==> config.mk <==
export PLATFORM = sky130hd
export DESIGN_NAME = conn_rec_writer
export DESIGN_NICKNAME = d
export VERILOG_FILES = /design/src/rtl/crw_pkg.sv /design/src/rtl/crw_queue.sv /design/src/rtl/crw_formatter.sv /design/src/rtl/crw_bus_fsm.sv /design/src/rtl/conn_rec_writer.sv
export SDC_FILE = /design/constraint.sdc
export NUM_CORES = 1
export LEC_CHECK = 0
export BUFFER_PORTS_ARGS = -buffer_cell sky130_fd_sc_hd__buf_2
export CAP_MARGIN = 40
export CELL_PAD_IN_SITES_DETAIL_PLACEMENT = 1
export CELL_PAD_IN_SITES_GLOBAL_PLACEMENT = 1
export CORE_MARGIN = 3
export CORE_UTILIZATION = 55
export CTS_BUF_LIST = sky130_fd_sc_hd__clkbuf_16
export CTS_CLUSTER_DIAMETER = 40
export CTS_CLUSTER_SIZE = 40
export DETAILED_ROUTE_END_ITERATION = 6
export HOLD_SLACK_MARGIN = 0.12
export PLACE_DENSITY_LB_ADDON = 0.2
export SYNTH_ARGS = -nofsm -noshare
export SYNTH_HDL_FRONTEND = slang
export SYNTH_SLANG_ARGS = --single-unit
==> constraint.sdc <==
create_clock -name clk -period 9.2 [get_ports clk]
set_input_delay 0.46 -clock clk [delete_from_list [all_inputs] [get_ports clk]]
set_output_delay 0.46 -clock clk [all_outputs]
set_load 0.005 [all_outputs]
==> src/rtl/crw_pkg.sv <==
// Shared types for the connectivity record writer.
// Assumes a 32-bit shared data bus and a record of four words.
package crw_pkg;
    localparam int WORD_W      = 32;
    localparam int MAC_W       = 48;
    localparam int BYTES_W     = 16;
    localparam int MASK_FLD_W  = 16;
    localparam int REC_WORDS   = 4;
    localparam int IDX_W       = $clog2(REC_WORDS);

    typedef struct packed {
        logic [MASK_FLD_W-1:0] ports;
        logic [BYTES_W-1:0]    bytes;
        logic [MAC_W-1:0]      da;
        logic [MAC_W-1:0]      sa;
    } rec_t;

    typedef enum logic [1:0] {
        ST_IDLE = 2'd0,
        ST_REQ  = 2'd1,
        ST_XFER = 2'd2
    } bus_st_e;
endpackage

==> src/rtl/crw_queue.sv <==
// Descriptor queue: a circular buffer of DEPTH records with an overflow counter.
// Assumes pop is asserted only while the queue is not empty.
// A push that arrives while DEPTH entries are held is dropped, even when a pop
// happens in the same cycle. Each drop increments a saturating counter.
module crw_queue
    import crw_pkg::*;
#(
    parameter int DEPTH = 4,
    parameter int OVF_W = 8
) (
    input  logic             clk,
    input  logic             rst_n,
    input  logic             push_valid,
    input  rec_t             push_data,
    input  logic             pop,
    output rec_t             head,
    output logic             empty,
    output logic [OVF_W-1:0] ovf_cnt
);
    localparam int PTR_W = (DEPTH > 1) ? $clog2(DEPTH) : 1;
    localparam int CNT_W = $clog2(DEPTH + 1);
    localparam logic [CNT_W-1:0] FULL_CNT = CNT_W'(DEPTH);
    localparam logic [PTR_W-1:0] LAST_PTR = PTR_W'(DEPTH - 1);
    localparam logic [OVF_W-1:0] OVF_MAX  = {OVF_W{1'b1}};

    rec_t             mem [DEPTH];
    logic [PTR_W-1:0] wr_ptr, rd_ptr;
    logic [CNT_W-1:0] count;
    logic             full, accept;

    assign full   = (count == FULL_CNT);
    assign empty  = (count == '0);
    assign accept = push_valid && !full;
    assign head   = mem[rd_ptr];

    // Store an accepted descriptor at the write pointer.
    always_ff @(posedge clk) begin
        if (accept) mem[wr_ptr] <= push_data;
    end

    // Advance the pointers and track the occupancy.
    always_ff @(posedge clk) begin
        if (!rst_n) begin
            wr_ptr <= '0;
            rd_ptr <= '0;
            count  <= '0;
        end else begin
            if (accept) wr_ptr <= (wr_ptr == LAST_PTR) ? '0 : wr_ptr + 1'b1;
            if (pop)    rd_ptr <= (rd_ptr == LAST_PTR) ? '0 : rd_ptr + 1'b1;
            case ({accept, pop})
                2'b10:   count <= count + 1'b1;
                2'b01:   count <= count - 1'b1;
                default: count <= count;
            endcase
        end
    end

    // Count descriptors dropped at a full queue, saturating.
    always_ff @(posedge clk) begin
        if (!rst_n)                                  ovf_cnt <= '0;
        else if (push_valid && full && ovf_cnt != OVF_MAX) ovf_cnt <= ovf_cnt + 1'b1;
    end

    // occupancy never exceeds the depth.
    a_r8_count_bound: assert property (@(posedge clk) disable iff (!rst_n)
        count <= FULL_CNT);

    // a drop at a full queue raises the counter by one.
    a_r8_ovf_step: assert property (@(posedge clk) disable iff (!rst_n)
        (push_valid && full && ovf_cnt != OVF_MAX) |=> ovf_cnt == OVF_W'($past(ovf_cnt) + 1'b1));

    // the counter stays at its maximum once it gets there.
    a_r10_ovf_hold: assert property (@(posedge clk) disable iff (!rst_n)
        (ovf_cnt == OVF_MAX) |=> ovf_cnt == OVF_MAX);

    // a record is never taken from an empty queue.
    a_r1_no_pop_empty: assert property (@(posedge clk) disable iff (!rst_n)
        pop |-> !empty);
endmodule

==> src/rtl/crw_formatter.sv <==
// Record formatter: selects one bus word of the head record.
// Assumes a 32-bit word. Word order is port mask with byte count, destination
// address high, destination address low with source address high, and source
// address low.
module crw_formatter
    import crw_pkg::*;
(
    input  rec_t              rec,
    input  logic [IDX_W-1:0]  idx,
    output logic [WORD_W-1:0] word
);
    logic [WORD_W-1:0] words [REC_WORDS];

    assign words[0] = {rec.ports, rec.bytes};
    assign words[1] = rec.da[47:16];
    assign words[2] = {rec.da[15:0], rec.sa[47:32]};
    assign words[3] = rec.sa[31:0];

    // Pick the word for the current beat.
    always_comb word = words[idx];
endmodule

==> src/rtl/crw_bus_fsm.sv <==
// Bus sequencer: requests the shared bus and runs one burst after each grant.
// Assumes the grant stays high while the request is held.
// The mode is captured when a burst starts. In multi mode a burst carries all
// four words. In single mode a burst carries one word and the request drops
// in between.
module crw_bus_fsm
    import crw_pkg::*;
(
    input  logic             clk,
    input  logic             rst_n,
    input  logic             have_rec,
    input  logic             bus_gnt,
    input  logic             fifo_full,
    input  logic             single_mode,
    output logic             bus_req,
    output logic             drive,
    output logic [IDX_W-1:0] word_idx,
    output logic             pop
);
    localparam logic [IDX_W-1:0] LAST_IDX = IDX_W'(REC_WORDS - 1);

    bus_st_e st, st_nx;
    logic    single_q;
    logic    last_beat;

    assign bus_req   = (st != ST_IDLE);
    assign drive     = (st == ST_XFER);
    assign last_beat = drive && (word_idx == LAST_IDX);
    assign pop       = last_beat;

    // Next-state selection for the request and burst sequence.
    always_comb begin
        st_nx = st;
        case (st)
            ST_IDLE: if (have_rec)              st_nx = ST_REQ;
            ST_REQ:  if (bus_gnt && !fifo_full) st_nx = ST_XFER;
            ST_XFER: if (single_q || last_beat) st_nx = ST_IDLE;
            default:                            st_nx = ST_IDLE;
        endcase
    end

    // State register, captured mode and beat counter.
    always_ff @(posedge clk) begin
        if (!rst_n) begin
            st       <= ST_IDLE;
            single_q <= 1'b0;
            word_idx <= '0;
        end else begin
            st <= st_nx;
            if (st == ST_REQ && st_nx == ST_XFER) single_q <= single_mode;
            if (drive) word_idx <= last_beat ? '0 : word_idx + 1'b1;
        end
    end

    // a burst begins only after a grant with room in the FIFO.
    a_r4_start_needs_grant: assert property (@(posedge clk) disable iff (!rst_n)
        $rose(drive) |-> ($past(bus_gnt) && !$past(fifo_full)));

    // a multi-word burst keeps going until its last word.
    a_r5_multi_run: assert property (@(posedge clk) disable iff (!rst_n)
        (drive && !single_q && word_idx != LAST_IDX) |=> drive);

    // a single-word burst ends after one beat and drops the request.
    a_r6_single_one: assert property (@(posedge clk) disable iff (!rst_n)
        (drive && single_q) |=> (!drive && !bus_req));
endmodule

==> src/rtl/conn_rec_writer.sv <==
// Connectivity record writer, top level.
// Queues a descriptor for each forwarded packet, then writes a four-word record
// into an external FIFO over the memory data bus under its own chip-select.
// Assumes PORTS <= 16, a single-cycle descriptor strobe, and an arbiter that
// grants only in response to bus_req.
module conn_rec_writer
    import crw_pkg::*;
#(
    parameter int PORTS = 8,
    parameter int DEPTH = 4,
    parameter int OVF_W = 8
) (
    input  logic              clk,
    input  logic              rst_n,
    input  logic              desc_valid,
    input  logic [PORTS-1:0]  desc_ports,
    input  logic [15:0]       desc_bytes,
    input  logic [47:0]       desc_da,
    input  logic [47:0]       desc_sa,
    input  logic              single_mode,
    input  logic              fifo_full,
    input  logic              bus_gnt,
    output logic              bus_req,
    output logic              bus_oe,
    output logic [31:0]       bus_data,
    output logic              fifo_cs_n,
    output logic [OVF_W-1:0]  ovf_cnt
);
    rec_t              in_rec, head;
    logic              empty, pop, drive;
    logic [IDX_W-1:0]  word_idx;
    logic [WORD_W-1:0] word;

    // Pack the incoming descriptor, widening the mask to its field.
    always_comb begin
        in_rec.ports = MASK_FLD_W'(desc_ports);
        in_rec.bytes = desc_bytes;
        in_rec.da    = desc_da;
        in_rec.sa    = desc_sa;
    end

    crw_queue #(.DEPTH(DEPTH), .OVF_W(OVF_W)) u_queue (
        .clk        (clk),
        .rst_n      (rst_n),
        .push_valid (desc_valid),
        .push_data  (in_rec),
        .pop        (pop),
        .head       (head),
        .empty      (empty),
        .ovf_cnt    (ovf_cnt)
    );

    crw_formatter u_fmt (
        .rec  (head),
        .idx  (word_idx),
        .word (word)
    );

    crw_bus_fsm u_fsm (
        .clk         (clk),
        .rst_n       (rst_n),
        .have_rec    (!empty),
        .bus_gnt     (bus_gnt),
        .fifo_full   (fifo_full),
        .single_mode (single_mode),
        .bus_req     (bus_req),
        .drive       (drive),
        .word_idx    (word_idx),
        .pop         (pop)
    );

    // Drive the shared data lines and the chip-select only during a beat.
    always_comb begin
        bus_oe    = drive;
        fifo_cs_n = !drive;
        bus_data  = drive ? word : '0;
    end

    // the data lines stay quiet while the chip-select is high.
    a_r3_quiet_bus: assert property (@(posedge clk) disable iff (!rst_n)
        fifo_cs_n |-> (bus_data == '0));
endmodule

==> results of run 1 <==
## layout make-up
cell class	count	area (um2)	area share, %
Sequential cell	502	14860	61.93
Multi-Input combinational cell	471	4405	18.36
Timing Repair Buffer	311	2320	9.666
Clock buffer	53	1326	5.526
Tap cell	455	569.3	2.372
Clock inverter	43	471.7	1.965
Inverter	9	33.78	0.1408
Antenna cell	4	10.01	0.04171
## critical path: cells and delay by family (launching register included)
| family | cells | cell delay, ns |
|---|---|---|
| mux | 1 | 0.20 |
| buf+inv | 4 | 1.31 |
| flops | 1 | 0.77 |
| simple gates | 1 | 0.23 |
| compound gates | 2 | 0.47 |
## flip-flops by register name, summed over array words and instances, names as in the netlist, named ones only
signal	cells
u_queue.rd_ptr	2
u_queue.wr_ptr	2
u_fsm.word_idx	2
u_fsm.st	2
u_fsm.single_q	1
u_queue.ovf_cnt	8
u_queue.count	3
u_queue.mem	480
## power by group through the flow
stage | logic (mW) | clock network [mW] | registers (mW)
6_report | 0.276 | 2.23 | 2.63
5_1_grt | 0.295 | 2.35 | 2.64
4_1_cts | 0.267 | 2.21 | 2.63
3_5_place_dp | 0.220 | 0 | 2.67
3_3_place_gp | 0.202 | 0 | 2.67
2_1_floorplan | 0.110 | 0 | 2.68
## logic make-up (layout without fill, tap and decap cells)
group	count (synthesis)	in the layout	share of synthesized area [%]
compound gates	133	133	4.833
xor+xnor	7	7	0.3124
fa+ha+maj	9	9	0.6121
buf+inv	67	416	1.932
flops	502	502	75.69
mux	204	204	13.20
other cells	0	4	0
simple gates	118	118	3.418
## metal layers
layer,vias up,track usage (%)
met3,108,7.436
met2,543,47.48
li1,4838,-
met4,4,8.661
met5,-,0
met1,5825,38.02
## cells in the final DEF, fill, tap and decap left out, types with 4 or more instances in the layout
master / netlist / layout
a21boi_0: 5 / 5
inv_8: 0 / 6
and2_1: 13 / 9
ha_1: 8 / 8
dfxtp_1: 22 / 19
clkinv_2: 0 / 6
inv_6: 0 / 6
buf_16: 0 / 4
and2_4: 0 / 4
buf_4: 16 / 17
clkbuf_16: 0 / 53
buf_2: 24 / 168
o22ai_1: 24 / 24
bufinv_16: 0 / 6
mux4_2: 39 / 39
o31ai_1: 24 / 24
diode_2: 0 / 4
a21oi_1: 11 / 11
o21ai_0: 4 / 4
inv_1: 9 / 12
clkinv_1: 0 / 5
nand2b_1: 4 / 4
a22oi_1: 50 / 50
nand3_1: 33 / 33
dlygate4sd3_1: 0 / 120
nand2_1: 15 / 15
mux2_2: 48 / 48
a221o_1: 5 / 5
xnor2_1: 6 / 6
nor2b_1: 32 / 30
clkinvlp_4: 0 / 6
edfxtp_1: 480 / 480
mux2i_1: 117 / 117
## through the flow
| step | total power, mW | area, um2 | instances | utilization [%] |
|---|---|---|---|---|
| finish | 5.135 | 24000 | 1848 | 68.80 |
| detailed placement | 2.894 | 20990 | 1628 | 60.17 |
| CTS | 5.106 | 23990 | 1844 | 68.77 |
| floorplan | 2.786 | 19620 | 1040 | - |
| global placement | 2.870 | 20840 | 1622 | 59.74 |
| global route | 5.283 | 23990 | 1846 | 68.78 |
## path summary, 6_finish.rpt
kind                    start                  end  cells after the start
max reg2reg  u_queue.count[0]   u_queue.mem[1][45]                      5
min reg2reg       u_fsm.st[1]          u_fsm.st[0]                      1
min             desc_ports[4]  u_queue.mem[0][116]                      1
max                      flop          bus_data[5]                      8
==> impl_metrics.tcl, run 1 <==
set metrics [dict create \
    routed_via_density 6.124 \
    netlist_top_cells_count "480 x edfxtp_1, 117 x mux2i_1, 50 x a22oi_1, 48 x mux2_2, 39 x mux4_2" \
    cts_tree "yes" \
    cp-start-kind "flop" \
    fp.coreArea_um2 34880 \
    post-cts-setup-buffer-count 0 \
    clkLatencyLatePin_ns 0.62 \
    worst_setup_hold_path_clk_slew_ns 0.06 \
    root_buffer "clkbuf_16" \
    worst_clock_skew_ns 0.03554 \
    synthesis_to_finish_area_growth_pct 22.30 \
    cp_peak_stage_delay_ns 0.77 \
    hold_path.class "input pin to flop" \
    power_frac_seq_pct 51.3 \
    ys.flop_type "edfxtp_1" \
    floorplan.die.height_um 194.9 \
    largest_net_degree_at_the_start_of_global_routing 56 \
    hpwlAfterDp_um 28000 \
    synth_cell_type_count 48 \
    async_flop_share_pct 0 \
    synth_sequential_area_ratio_pct 75.69 \
    power_per_cell_area_nw_per_um2 214.0 \
    grt_first_pass_wirelength_um 81350 \
    first_global_vias 12340 \
    top_layer "met5" \
    wl_per_cell_um 29.54 \
    post_syn_instances 1040 \
    holdWs_ns 0.1462 \
    synthesis.area_um2 19620 \
    setup_viol 0 \
    synth-edff-count 480 \
    post-route-period-util_pct 44.36 \
    die_area_um2 37980 \
    drt_pre_antenna_iters 5 \
    ys_top_cells_by_area "edfxtp_1 73%, mux2i_1 6.0%, mux4_2 4.5%, mux2_2 2.8%, dfxtp_1 2.2%" \
    drt_iter0_drc 1002 \
    worst-path-max-fanout 55 \
    postCtsResizedCells 0 \
    power_switching_mw 1.167 \
    worst_setup_path_class "flop to output pin" \
    final.setup.tns_ns 0 \
    tritoncts_sinks 502 \
    floorplan.rows 68 \
    detail-route-antenna-nets 0 \
    drt-total-wl_um 54600 \
    synth.yosys.warnings 0 \
    drv_cap 0 \
    rsz0062_at_grt "no" \
    detail_route.wirelength.met1_um 21560 \
    maxClockFrequency_mhz 245.0 \
    place.port_buffers 168 \
    filler_cell_count 2945 \
    synth_nets 1175 \
    vias 11320 \
    num-nets-final 1482 \
    intPower_mw 3.968 \
    cellLeakagePower_nw 7.984 \
    met2WireLength_um 27260 \
    finalWeightedCongestion 0.7285 \
    finalHoldViolations 0 \
    synth.ff_latch_count 502 \
    cts_inserted_buffers 52 \
    critPathSlowestCell "dfxtp_4" \
    dp_worst_setup_slack_ns 5.645 \
    num_io_pins 169 \
    vdd.ir_drop.worst_mv 0.2125 \
    critical_path_required_time_ns 8.74 \
    chipWidth_um 194.9 \
    pwr-share-clk_pct 43.4 \
    post-route-worst-setup-slack_ns 5.119 \
    path_cells "buf_4 -> buf_16 -> buf_4 -> mux2i_1 -> a22oi_1 -> nand3_1 -> o31ai_1 -> buf_2" \
    antenna_violations_before_repair 4 \
    min_period_ns 4.081 \
    final_max_slew_viol_count 0 \
    globalRouteTotalUtil_pct 28.72 \
    crit_path_end_kind "output pin" \
    yosys.cell_count.top_type "edfxtp_1" \
    timing.max_slew.rel_slack_pct 37.48 \
    power.switching_fraction_pct 22.73 \
    htreeDepth 2 \
    drc 0 \
    floorplan.initialDensity_pct 56.26 \
    layout-drive-gt1-share_pct 27.43 \
    cts-root-to-sink-buffers 3 \
    worst-r2r-setup-slack_ns 5.70 \
    synth.largest_area_cell "edfxtp_1" \
    route.met3.wl_um 4292 \
    critical_path.most_common_cell "buf_4" \
    syn_avg_cell_area_um2 18.87 \
    worst-slew-pin-transition_ns 0.9343 \
    run_status "completed" \
    overflow 0 \
    yosys.area.top_type_share_pct 73.45 \
    share_comb_of_total_power_pct 5.4 \
    critical_path_arrival_ns 3.62 \
    cts_hold_repair.buffers 120 \
]
No activity file was read; power rests on OpenSTA's default activity.
==> run 2: changes to the inputs <==
--- a/config.mk
+++ b/config.mk
@@ -10,7 +10,7 @@
 export CELL_PAD_IN_SITES_DETAIL_PLACEMENT = 1
 export CELL_PAD_IN_SITES_GLOBAL_PLACEMENT = 1
 export CORE_MARGIN = 3
-export CORE_UTILIZATION = 55
+export CORE_UTILIZATION = 51
 export CTS_BUF_LIST = sky130_fd_sc_hd__clkbuf_16
 export CTS_CLUSTER_DIAMETER = 40
 export CTS_CLUSTER_SIZE = 40
==> constraint.sdc (replaced) <==
create_clock -name clk -period 3.95 [get_ports clk]
set_input_delay 0.1975 -clock clk [delete_from_list [all_inputs] [get_ports clk]]
set_output_delay 0.1975 -clock clk [all_outputs]
set_load 0.005 [all_outputs]
==> run 2 against run 1 <==
Net effect: total power increased to 2.6 times the previous value; global-route usage down 3.1 points; register-to-register slack worse by 4.4 ns; non-clock buffer count rose by 7; sequential cell count unchanged; highest routed layer is now met4; wire length shrank 5.6%; utilization decreased by 3.2 points; worst hold slack improved by 0.029 ns; die area increased by 7.6%.
==> impl_metrics.tcl, run 2 (synthesized netlist as in run 1, its figures left out) <==
set metrics [dict create \
    drc 0 \
    clkLatencyLatePin_ns 0.59 \
    wl_per_cell_um 26.53 \
    critical_path_arrival_ns 3.29 \
    combined_area_of_the_multi_input_logic_cells_um2 4405 \
    cp-start-kind "flop" \
    largest_net_degree_at_the_start_of_global_routing 80 \
    finalHoldViolations 0 \
    cts_tree "yes" \
    post-cts-setup-buffer-count 0 \
    setup_viol 0 \
    grt_first_pass_wirelength_um 78890 \
    globalRouteTotalUtil_pct 25.67 \
    chipWidth_um 202.2 \
    final.setup.tns_ns 0 \
    cts_hold_repair.buffers 127 \
    rsz0062_at_grt "no" \
    hpwlAfterDp_um 28070 \
    filler_cell_count 3248 \
    finalWeightedCongestion 0.7563 \
    antenna_violations_before_repair 2 \
    placedCellCount 1684 \
    seq_cell_area_um2 14860 \
    num-nets-final 1507 \
    drv_cap 0 \
    floorplan.rows 71 \
    cts-root-to-sink-buffers 3 \
    maxClockFrequency_mhz 286.6 \
    first_global_vias 12430 \
    cellLeakagePower_nw 8.304 \
    detail-route-antenna-nets 0 \
    worst_setup_hold_path_clk_slew_ns 0.06 \
    tritoncts_sinks 502 \
    num_io_pins 169 \
    crit_path_end_kind "output pin" \
    floorplan.initialDensity_pct 51.98 \
    final_max_slew_viol_count 0 \
    power_per_cell_area_nw_per_um2 530.9 \
    post_layout_nonfiller_instances 1942 \
    largest_register_ff_count 480 \
    layout-drive-gt1-share_pct 29.04 \
    worst_clock_skew_ns 0.02641 \
    postCtsResizedCells 0 \
    critical_path_required_time_ns 3.75 \
    vias 11120 \
    floorplan.die.height_um 202.2 \
    die_area_um2 40870 \
    layout_common_cells "480 x edfxtp_1, 168 x buf_2, 127 x dlygate4sd3_1" \
    min_period_ns 3.489 \
    place.port_buffers 168 \
    overflow 0 \
    timing.max_slew.rel_slack_pct 43.24 \
    worst-slew-pin-transition_ns 0.8514 \
    cts_inserted_buffers 70 \
    most_common_library_cell_in_the_layout_ignoring_fill_and_taps "edfxtp_1" \
    drt-total-wl_um 51530 \
    worst-path-max-fanout 28 \
    fp.coreArea_um2 37760 \
    synthesis_to_finish_area_growth_pct 26.24 \
    htreeDepth 3 \
    worst_setup_path_class "flop to output pin" \
    top_register "u_queue.mem" \
    root_buffer "clkbuf_16" \
    vdd.ir_drop.worst_mv 0.4896 \
    routed_via_density 5.727 \
    largest_registers "u_queue.mem: 480 flops, u_queue.ovf_cnt: 8 flops, u_queue.count: 3 flops" \
    hold_path.class "input pin to flop" \
    post-route-period-util_pct 88.33 \
    drt_pre_antenna_iters 5 \
    run_status "completed" \
    drt_iter0_drc 805 \
]
run 2: changes by cell type in the layout (fill, tap and decap cells not counted), sizes merged:
cell	delta
bufinv	+1
diode	-2
clkinvlp	+4
clkinv	+8
clkbuf	+19
dlygate4sd3	+7
inv	+1
run 2: stage by stage:
stage | utilization (%) | worst slack, ns | power [mW] | hold slack [ns] | instance area [um2]
floorplan | - | 1.103 | 6.475 | 0.2964 | 19630
global placement | 55.79 | 1.152 | 6.704 | 0.4084 | 21070
detailed placement | 55.87 | 1.080 | 6.742 | 0.4170 | 21100
CTS | 65.60 | 0.4458 | 13.20 | 0.1617 | 24770
global route | 65.62 | 0.3443 | 13.56 | 0.2063 | 24770
finish | 65.62 | 0.4610 | 13.15 | 0.1752 | 24770
run 2: area by class of cell:
type | instances | share of cell area, %
Antenna cell | 2 | 0.02020
Clock buffer | 72 | 7.273
Clock inverter | 57 | 2.424
Inverter | 9 | 0.1364
Multi-Input combinational cell | 471 | 17.78
Sequential cell | 502 | 59.99
Tap cell | 511 | 2.581
Timing Repair Buffer | 318 | 9.788
run 2: layer usage:
metal | GRT usage [%] | wire length [um] | vias to the layer above
met5 | 0 | 0 | -
met4 | 7.424 | 1061 | 0
met3 | 4.316 | 2418 | 74
met2 | 43.36 | 26030 | 327
met1 | 34.88 | 22020 | 5827
li1 | - | - | 4894
run 2: worst max-delay path, stage by stage (launching register included):
cell and delay, ns:
dfxtp_2 0.58, buf_4 0.48, or2_2 0.68, o22ai_1 0.19
o31ai_1 0.54, buf_2 0.22
run 2: path summary, 6_finish.rpt:
path                                          from                  to  slack [ns]  depth (start not counted)
worst max register to register         u_fsm.st[1]    u_queue.count[2]        1.34                          9
worst min-delay path                    desc_valid   u_queue.wr_ptr[1]        0.18                          5
worst min register to register  u_queue.ovf_cnt[7]  u_queue.ovf_cnt[7]        0.52                          2
worst max-delay path             u_fsm.word_idx[0]        bus_data[18]        0.46                          5
run 2: power breakdown:
part           leakage (nW)  switching (mW)  internal [mW]  total [mW]
Clock                  1.16            2.52           3.87        6.39
Combinational          2.56           0.360          0.272       0.632
Sequential             4.59          0.0659           6.06        6.13
==> run 3: changes to the inputs <==
--- a/config.mk
+++ b/config.mk
@@ -8,9 +8,9 @@
 export BUFFER_PORTS_ARGS = -buffer_cell sky130_fd_sc_hd__buf_2
 export CAP_MARGIN = 40
 export CELL_PAD_IN_SITES_DETAIL_PLACEMENT = 1
-export CELL_PAD_IN_SITES_GLOBAL_PLACEMENT = 1
+export CELL_PAD_IN_SITES_GLOBAL_PLACEMENT = 2
 export CORE_MARGIN = 3
-export CORE_UTILIZATION = 51
+export CORE_UTILIZATION = 45
 export CTS_BUF_LIST = sky130_fd_sc_hd__clkbuf_16
 export CTS_CLUSTER_DIAMETER = 40
 export CTS_CLUSTER_SIZE = 40
==> run 3 against run 2 <==
Net effect: final cell count grew 3.5%; total power is 2.0% lower; count of clock-buffer cells in the layout grew 1; clock power shrank 3.9%; critical path depth increased by 1; worst setup slack improved by 0.093 ns; die area rose by 13%; sequential power barely moved; via count fell by 1.8%; utilization decreased by 7.3 points; maximum frequency increased by 2.8%; highest routed layer is now met5.
==> impl_metrics.tcl, run 3 (synthesized netlist as in run 1, its figures left out) <==
set metrics [dict create \
    run_status "completed" \
    antenna_violations_before_repair 1 \
    floorplan.initialDensity_pct 46.16 \
    postCtsResizedCells 0 \
    num_antenna_cells 0 \
    finalHoldViolations 0 \
    worst_clock_skew_ns 0.01693 \
    largest_registers "u_queue.mem: 480 flops, u_queue.ovf_cnt: 8 flops, u_queue.count: 3 flops" \
    cp_peak_stage_delay_ns 0.82 \
    layout_common_cells "480 x edfxtp_1, 168 x buf_2, 126 x dlygate4sd3_1" \
    detail-route-antenna-nets 0 \
    final.setup.tns_ns 0 \
    drv_cap 0 \
    drc 0 \
    num_io_pins 169 \
    worst_path_dominant_cell_family "simple AND/OR/NAND/NOR gates" \
    finalWeightedCongestion 0.7218 \
    placedCellCount 1754 \
    timing.critical_path.buf_inv 2 \
    critical_path_required_time_ns 3.75 \
    place.port_buffers 168 \
    largest_register_ff_count 480 \
    hold_path.class "input pin to flop" \
    most_common_library_cell_in_the_layout_ignoring_fill_and_taps "edfxtp_1" \
    wl_per_cell_um 24.16 \
    critPathSlowestCell "dfxtp_2" \
    first_global_vias 11920 \
    worst-path-max-fanout 25 \
    cts-root-to-sink-buffers 3 \
    final_max_slew_viol_count 0 \
    power_per_cell_area_nw_per_um2 519.5 \
    timing.max_slew.rel_slack_pct 43.51 \
    htreeDepth 3 \
    drt_iter0_drc 832 \
    cts_inserted_buffers 70 \
    largest_net_degree_at_the_start_of_global_routing 87 \
    min_period_ns 3.396 \
    floorplan.rows 75 \
    drt_pre_antenna_iters 5 \
    num-nets-final 1510 \
    worst_setup_path_class "flop to output pin" \
    crit_path_end_kind "output pin" \
    chipWidth_um 214.8 \
    tritoncts_sinks 502 \
    post_layout_nonfiller_instances 2009 \
    hpwlAfterDp_um 28340 \
    vias 10920 \
    vdd.ir_drop.worst_mv 0.3864 \
    worst-slew-pin-transition_ns 0.8442 \
    maxClockFrequency_mhz 294.5 \
    critical_path_arrival_ns 3.20 \
    rsz0062_at_grt "no" \
    clkLatencyLatePin_ns 0.57 \
    cp-start-kind "flop" \
    post-cts-setup-buffer-count 0 \
    layout-drive-gt1-share_pct 28.91 \
    routed_via_density 5.435 \
    path_cells "and2_1 -> buf_4 -> a22oi_1 -> nand3_1 -> o31ai_1 -> buf_2" \
    cellLeakagePower_nw 8.320 \
    top_register "u_queue.mem" \
    root_buffer "clkbuf_16" \
    die_area_um2 46150 \
    cts_hold_repair.buffers 126 \
    cts_tree "yes" \
    drt-total-wl_um 48540 \
    grt_first_pass_wirelength_um 73810 \
    post-route-period-util_pct 85.96 \
    synthesis_to_finish_area_growth_pct 26.40 \
    setup_viol 0 \
    overflow 0 \
    floorplan.die.height_um 214.8 \
    worst_setup_hold_path_clk_slew_ns 0.05 \
    fp.coreArea_um2 42510 \
    globalRouteTotalUtil_pct 20.98 \
]
## run 3: cell types whose count changed in the layout (fill, tap and decap cells not counted), sizes merged, moves of 2 or more
| cell | change |
|---|---|
| inv | +6 |
| buf | +4 |
| clkinvlp | -4 |
| bufinv | -2 |
| diode | -2 |
## run 3: layer usage
metal,vias up,GRT usage [%],wire (um)
li1,4896,-,-
met1,5685,29.56,22100
met2,264,33.52,23180
met3,72,4.266,2234
met4,2,5.855,1010
met5,-,0,13
## run 3: per-stage QoR
step	power, mW	hold slack, ns	area (um2)	setup slack (ns)	util [%]
floorplan	6.475	0.2964	19630	1.103	-
global placement	6.722	0.4093	21180	1.065	49.82
detailed placement	6.748	0.4159	21220	1.171	49.92
CTS	13.02	0.1702	24810	0.5533	58.35
global route	13.34	0.2673	24810	0.4690	58.35
finish	12.89	0.2004	24810	0.5544	58.35
## run 3: path summary, 6_finish.rpt
path                       from                  to  slack (ns)  cells after the start
min                  desc_valid   u_queue.wr_ptr[0]        0.20                      6
min reg2reg  u_queue.ovf_cnt[7]  u_queue.ovf_cnt[7]        0.51                      2
max reg2reg   u_fsm.word_idx[0]    u_queue.count[2]        1.17                      9
max           u_fsm.word_idx[0]        bus_data[17]        0.55                      6
## run 3: worst reg2reg max path, delay by kind of cell, from the launching register on
kind	cells	cell delay [ns]
and+or+nand+nor	2	0.43
adders and majority gates	3	0.95
buffers and inverters	2	0.14
xor gates and xnor gates	1	0.16
AOI/OAI and AO/OA	1	0.18
DFF	1	0.82
## run 3: area by class of cell
type / instances / area (um2)
clock buffer: 73 / 1827
timing repair buffer: 321 / 2457
tap: 577 / 721.9
clock inverter: 56 / 494.2
sequential: 502 / 14860
multi-input combinational: 471 / 4408
fill: 3789 / 17700
inverter: 9 / 33.78
## run 3: where the power goes
group / internal [mW] / switching [mW] / total, mW
combinational: 0.275 / 0.347 / 0.621
sequential: 6.06 / 0.0573 / 6.12
clock: 3.75 / 2.39 / 6.14
total: 10.1 / 2.80 / 12.9
